`config.mk`:
```
export PLATFORM = sky130hd
export DESIGN_NAME = sticky_sig_mul
export DESIGN_NICKNAME = d
export VERILOG_FILES = /design/src/rtl/sticky_sig_mul_pkg.sv /design/src/rtl/sms_half_mul.sv /design/src/rtl/sms_accum.sv /design/src/rtl/sms_reduce.sv /design/src/rtl/sticky_sig_mul.sv
export SDC_FILE = /design/constraint.sdc
export NUM_CORES = 2
export LEC_CHECK = 0
export ABC_CLOCK_PERIOD_IN_PS = 14150
export BUFFER_PORTS_ARGS = -buffer_cell sky130_fd_sc_hd__clkbuf_2
export CORE_MARGIN = 2
export CORE_UTILIZATION = 50
export DETAILED_ROUTE_END_ITERATION = 8
export GPL_TIMING_DRIVEN = 0
export HOLD_SLACK_MARGIN = 0.12
export PLACE_DENSITY = 0.67
export SETUP_SLACK_MARGIN = 0.02
export SLEW_MARGIN = 15
export SYNTH_ARGS = -nofsm -noshare
export SYNTH_HDL_FRONTEND = slang
export SYNTH_HIERARCHICAL = 1
export SYNTH_SLANG_ARGS = --single-unit
```
`constraint.sdc`:
```
create_clock -name clk -period 14.15 [get_ports clk]
set_input_delay 1.415 -clock clk [delete_from_list [all_inputs] [get_ports clk]]
set_output_delay 1.415 -clock clk [all_outputs]
set_load 0.02 [all_outputs]
```
`src/rtl/sticky_sig_mul_pkg.sv`:
```
package sticky_sig_mul_pkg;
  localparam int STEP_W = 2;
  typedef enum logic [STEP_W-1:0] {
    STEP_LL = 2'd0,
    STEP_HH = 2'd1,
    STEP_LH = 2'd2,
    STEP_HL = 2'd3
  } step_e;
endpackage

```
`src/rtl/sms_half_mul.sv`:
```
module sms_half_mul #(
  parameter int HALF_W = 32
) (
  input  logic [HALF_W-1:0]   op_x,
  input  logic [HALF_W-1:0]   op_y,
  output logic [2*HALF_W-1:0] prod
);
  always_comb begin
    prod = {{HALF_W{1'b0}}, op_x} * {{HALF_W{1'b0}}, op_y};
  end
endmodule

```
`src/rtl/sms_accum.sv`:
```
module sms_accum #(
  parameter int WORD_W = 64,
  localparam int HALF_W = WORD_W / 2,
  localparam int ACC_W  = 2 * WORD_W
) (
  input  logic                clk,
  input  logic                rst,
  input  logic                clear,
  input  logic                add_en,
  input  sticky_sig_mul_pkg::step_e step,
  input  logic [WORD_W-1:0]   partial,
  output logic [ACC_W-1:0]    acc
);
  import sticky_sig_mul_pkg::*;

  logic [ACC_W-1:0] placed;

  always_comb begin
    case (step)
      STEP_LL: placed = {{WORD_W{1'b0}}, partial};
      STEP_HH: placed = {partial, {WORD_W{1'b0}}};
      default: placed = {{HALF_W{1'b0}}, partial, {HALF_W{1'b0}}};
    endcase
  end

  always_ff @(posedge clk) begin
    if (rst || clear) acc <= '0;
    else if (add_en)  acc <= acc + placed;
  end
endmodule

```
`src/rtl/sms_reduce.sv`:
```
module sms_reduce #(
  parameter int WORD_W = 64,
  parameter int OUT_W  = 56,
  localparam int ACC_W = 2 * WORD_W,
  localparam int SH_HI = WORD_W - OUT_W,
  localparam int SH_LO = SH_HI - 1
) (
  input  logic [ACC_W-1:0] prod,
  output logic [OUT_W-1:0] mant,
  output logic             carry
);
  logic [WORD_W-1:0] work;
  logic [OUT_W-1:0]  hi_pick;
  logic [OUT_W-1:0]  lo_pick;

  always_comb begin
    work    = prod[ACC_W-1:WORD_W];
    work[0] = work[0] | (|prod[WORD_W-1:0]);
    carry   = work[WORD_W-1];
    hi_pick = work[WORD_W-1:SH_HI];
    hi_pick[0] = hi_pick[0] | (|work[SH_HI-1:0]);
    lo_pick = work[WORD_W-2:SH_LO];
    lo_pick[0] = lo_pick[0] | (|work[SH_LO-1:0]);
    mant    = carry ? hi_pick : lo_pick;
  end
endmodule

```
`src/rtl/sticky_sig_mul.sv`:
```
module sticky_sig_mul #(
  parameter int SIG_W  = 53,
  parameter int WORD_W = 64,
  parameter int EXP_W  = 12,
  localparam int HALF_W = WORD_W / 2,
  localparam int ALIGN  = WORD_W - SIG_W,
  localparam int OUT_W  = SIG_W + 3,
  localparam int EXPO_W = EXP_W + 1,
  localparam int ACC_W  = 2 * WORD_W
) (
  input  logic                     clk,
  input  logic                     rst,
  input  logic                     start,
  input  logic [SIG_W-1:0]         sig_a,
  input  logic [SIG_W-1:0]         sig_b,
  input  logic signed [EXP_W-1:0]  exp_a,
  input  logic signed [EXP_W-1:0]  exp_b,
  input  logic                     sign_a,
  input  logic                     sign_b,
  output logic                     done,
  output logic [OUT_W-1:0]         prod_mant,
  output logic signed [EXPO_W-1:0] prod_exp,
  output logic                     prod_sign
);
  import sticky_sig_mul_pkg::*;

  logic [WORD_W-1:0]        a_q, b_q;
  logic signed [EXPO_W-1:0] exp_q;
  logic                     sign_q;
  logic                     busy_q, fin_q;
  step_e                    step_q;
  logic                     accept;
  logic [HALF_W-1:0]        mx, my;
  logic [WORD_W-1:0]        partial;
  logic [ACC_W-1:0]         acc;
  logic [OUT_W-1:0]         red_mant;
  logic                     red_carry;

  assign accept = start && !busy_q;

  always_comb begin
    case (step_q)
      STEP_LL: begin mx = a_q[HALF_W-1:0];      my = b_q[HALF_W-1:0];      end
      STEP_HH: begin mx = a_q[WORD_W-1:HALF_W]; my = b_q[WORD_W-1:HALF_W]; end
      STEP_LH: begin mx = a_q[HALF_W-1:0];      my = b_q[WORD_W-1:HALF_W]; end
      default: begin mx = a_q[WORD_W-1:HALF_W]; my = b_q[HALF_W-1:0];      end
    endcase
  end

  sms_half_mul #(.HALF_W(HALF_W)) u_mul (
    .op_x(mx), .op_y(my), .prod(partial)
  );

  sms_accum #(.WORD_W(WORD_W)) u_acc (
    .clk(clk), .rst(rst), .clear(accept),
    .add_en(busy_q && !fin_q), .step(step_q),
    .partial(partial), .acc(acc)
  );

  sms_reduce #(.WORD_W(WORD_W), .OUT_W(OUT_W)) u_red (
    .prod(acc), .mant(red_mant), .carry(red_carry)
  );

  always_ff @(posedge clk) begin
    if (rst) begin
      a_q       <= '0;
      b_q       <= '0;
      exp_q     <= '0;
      sign_q    <= 1'b0;
      busy_q    <= 1'b0;
      fin_q     <= 1'b0;
      step_q    <= STEP_LL;
      done      <= 1'b0;
      prod_mant <= '0;
      prod_exp  <= '0;
      prod_sign <= 1'b0;
    end else begin
      done <= 1'b0;
      if (accept) begin
        a_q    <= {sig_a, {ALIGN{1'b0}}};
        b_q    <= {sig_b, {ALIGN{1'b0}}};
        exp_q  <= {exp_a[EXP_W-1], exp_a} + {exp_b[EXP_W-1], exp_b};
        sign_q <= sign_a ^ sign_b;
        busy_q <= 1'b1;
        fin_q  <= 1'b0;
        step_q <= STEP_LL;
      end else if (busy_q && fin_q) begin
        busy_q    <= 1'b0;
        fin_q     <= 1'b0;
        done      <= 1'b1;
        prod_mant <= red_mant;
        prod_exp  <= exp_q + {{(EXPO_W-1){1'b0}}, red_carry};
        prod_sign <= sign_q;
      end else if (busy_q) begin
        if (step_q == STEP_HL) fin_q <= 1'b1;
        step_q <= step_e'(step_q + 1'b1);
      end
    end
  end
endmodule

```
==> results.txt <==
----------------------------------------------------
[STA]
  Final setup vio count ... 0
  Worst clock skew on the final layout ... 0.0640 ns
  Pins over their slew limit ... 0
  Min Hold Slack ... around 0.45 ns
  Relative max-transition margin ... 0.139
  Tcrit/Tclk final ... 0.978
  RSZ-0062 raised after global routing ... no
  Worst Max-Slew Pin Slew ... 1.29 ns
  Count of final hold-check violations ... 0
  Shortest clock period the worst path allows after layout ... 13.83 ns
  F_max ... 72.3 MHz

[Drt]
  Routed WL per cell ... 27.8 um
  Number of detailed-routing iterations run before antenna repair ... 5
  Via-to-Cell Ratio ... 5.95
  Violation count after the first detailed-route iteration ... roughly 5400
  Via Count ... 50488
  Post-DRT Antenna Nets ... 0
  DRC violations left ... 0
  Total wirelength of the detailed-routed design ... 236 mm

[Global route]
  Pin count of the biggest net entering global routing ... 14
  GRT Total Usage ... 0.407
  Number of global-route vias before repair ... between 40000 and 50000
  Wire length of the first global-routing pass ... between 300 and 400 mm
  Antenna violations before repair ... 18
  Total gr overflow ... 0

[Critical path]
  Critical Path AT ... 14.34 ns
  Worst flop-to-flop path startpoint ... step_q[1]
  Worst reg2reg path depth ... 40
  First element of the critical path ... step_q[1]
  Most repeated library cell on the critical path ... sky130_fd_sc_hd__fa_1
  Worst Setup Path Type ... flop to flop
  Master of the slowest instance on the critical path ... sky130_fd_sc_hd__clkbuf_1
  CP required ... between 10 and 15 ns
  Worst stage delay on the critical path ... 0.70 ns
  Max FO, Critical Path ... 10
  FF-to-FF End ... u_acc/acc[121]
  CP Launch Type ... flop
  Kind of end point of the critical path ... flop
  Worst Setup EP ... u_acc/acc[121]
  Slack of the worst reg-to-reg path ... 0.32 ns

[Clock tree]
  Number of clock buffers inserted by TritonCTS ... 42
  CTS sink count ... 323
  TritonCTS clock tree ... done
  Clock insertion delay at the later pin of the skew report ... 0.66 ns
  H-tree Lvls ... 2
  Root Driver ... sky130_fd_sc_hd__clkbuf_16
  Clock transition at path regs ... roughly 0.070 ns
  Maximum clock insertion buffer count ... 3
  Hold bufs inserted after CTS ... 0

[Floorplan]
  Horizontal die dimension ... 339 um
  Height of the chip ... 339 um
  Top Ports ... 206
  Standard-cell rows ... 122
  Initial Util ... 0.505
  CORE AREA ... between 100000 and 150000 sq um
  Area of the die ... roughly 110000 sq um

[Synthesis]
  Area of the mapped netlist ... roughly 56000 sq um
  Post-synth cell types ... 96
  Mapped Nets ... 8158
  Number of flops mapped to enable cells by yosys ... 0
  Top cells by area, synth ... sky130_fd_sc_hd__fa_1, sky130_fd_sc_hd__dfxtp_1, sky130_fd_sc_hd__ha_1
  Portion of the post-synthesis area used by sequential elements ... 0.115
  Ys async rst share ... 0
  Yosys warns ... 6
  Syn Area/Cell ... 8.36 sq um
  Primary FF master, synth ... sky130_fd_sc_hd__dfxtp_1
  Share of Yosys cell area claimed by the top area cell type ... 0.321
  Flip-flop and latch count after synthesis ... 323
  Gate count of the mapped netlist ... 6704
  Biggest area consumer among synthesized cells ... sky130_fd_sc_hd__fa_1

[Layout]
  Ratio of cells with drive above 1 in the final layout ... 0.0779
  Commonest cells after routing, fill and taps aside ... sky130_fd_sc_hd__nand2_1, sky130_fd_sc_hd__inv_1, sky130_fd_sc_hd__fa_1
  Core occupancy in the finished layout ... 0.546
  Number of cells in the finished layout apart from fillers ... approximately 8500
  Most common cell after layout, fill and taps aside ... sky130_fd_sc_hd__nand2_1
  Final std cell area, no fill ... 60600 sq um
  Layout overhead on the synthesized area ... 8.20%
  Total number of nets in the final design ... 8407

[Power]
  LEAKAGE ... 0.0288 uW
  Power per cell area ... 57.2 nW/um^2
  Maximum resistive drop on vdd ... 88.7 uV

[Place]
  RePlAce Congestion ... roughly 1.1
  Number of buffers inserted by port buffering ... 205
  Placed Instance Area ... roughly 59000 sq um
  Dpl hpwl ... 193 mm
  Number of cells after detailed placement ... 8398

[Status]
  Run status ... completed

[Run]
  Count of maximum capacitance violations ... 0

[Hold path]
  Classification of the worst-slack hold path ... flop to flop

----------------------------------------------------
## registers in the layout, indices dropped and copies added, names as in the netlist
register / count
exp_q: 13
prod_exp: 13
u_acc/acc: 128
fin_q: 1
b_q: 53
step_q: 2
done: 1
prod_mant: 56
prod_sign: 1
busy_q: 1
sign_q: 1
a_q: 53
## power breakdown
group	switching (uW)	internal (uW)
logic	947	396
clock network	494	663
registers	25.2	940
## Yosys cell counts, drive strengths merged (11+ instances only)
| cell type | instances |
|---|---|
| a211oi | 18 |
| a21o | 122 |
| a21oi | 467 |
| a22o | 64 |
| a31oi | 29 |
| and2 | 695 |
| and3 | 18 |
| buf | 44 |
| clkbuf | 343 |
| dfxtp | 323 |
| fa | 898 |
| ha | 421 |
| inv | 920 |
| mux2 | 96 |
| mux2i | 60 |
| nand2 | 1032 |
| nand2b | 12 |
| nand3 | 46 |
| nand4 | 80 |
| nor2 | 271 |
| nor2b | 16 |
| nor3 | 55 |
| nor4 | 25 |
| o21a | 23 |
| o21ai | 213 |
| o21bai | 50 |
| o31ai | 20 |
| or2 | 11 |
| or3 | 14 |
| xnor2 | 128 |
| xor2 | 68 |
## critical path: cells and delay by family, from the launching register on
family / cells / cell delay [ns]
flip-flops: 1 / 0.62
XOR/XNOR: 1 / 0.55
AND/OR/NAND/NOR: 6 / 1.61
AO/OA/AOI/OAI: 15 / 3.67
adder cells (fa/ha/maj): 11 / 5.30
buffers and inverters: 6 / 1.68
multiplexers: 1 / 0.25
## layout make-up
type                            instances  area, sq um
Timing Repair Buffer                  206         1040
Antenna cell                           16         40.0
Fill cell                           10651        50300
Buffer                                386         1610
Clock buffer                           53         1150
Clock inverter                         22          324
Sequential cell                       323         6470
Multi-Input combinational cell       5074        44700
Tap cell                             1488         1860
Inverter                              920         3450
## per-layer routing
layer | up-vias | share of wire | global-route usage
met5 | - | 0.00044 | 0
met3 | 701 | 0.11 | 0.103
met1 | 25005 | 0.39 | 0.536
li1 | 21856 | - | -
met2 | 2910 | 0.42 | 0.603
met4 | 16 | 0.078 | 0.251
## cell families after synthesis
group / count (synthesis) / share of synthesized area
multiplexers: 156 / 0.0300
adder cells (fa/ha/maj): 1319 / 0.415
buffers and inverters: 1307 / 0.0884
AO/OA/AOI/OAI: 1100 / 0.122
XOR/XNOR: 196 / 0.0306
AND/OR/NAND/NOR: 2303 / 0.199
flip-flops: 323 / 0.115
## what timing repair did
action | CTS | global route
setup buffers | 0 | 0
cloned | 0 | 0
endpoints found under the setup margin | 29 | 45
resized for setup | 35 | 137
## how the worst min path moves through the flow
stage,slack [ns],to,cells after the start,from
final,0.45,b_q[44],2,b_q[44]
after global placement,0.44,a_q[36],2,a_q[36]
after CTS,0.45,b_q[48],2,b_q[48]
after global routing,0.47,a_q[25],2,a_q[25]
after floorplan,0.43,a_q[32],2,a_q[32]
after detailed placement,0.44,b_q[22],2,b_q[22]
## stage by stage
step                setup slack, ns  total power [uW]  setup TNS [ns]
finish                        0.318              3470               0
global route                 0.0160              3580               0
CTS                          0.0440              3420               0
detailed placement           -0.506              2250           -4.07
global placement             -0.504              2250           -3.69
floorplan                      3.53              1720               0
Note: power is estimated with default switching activity, not from simulation.
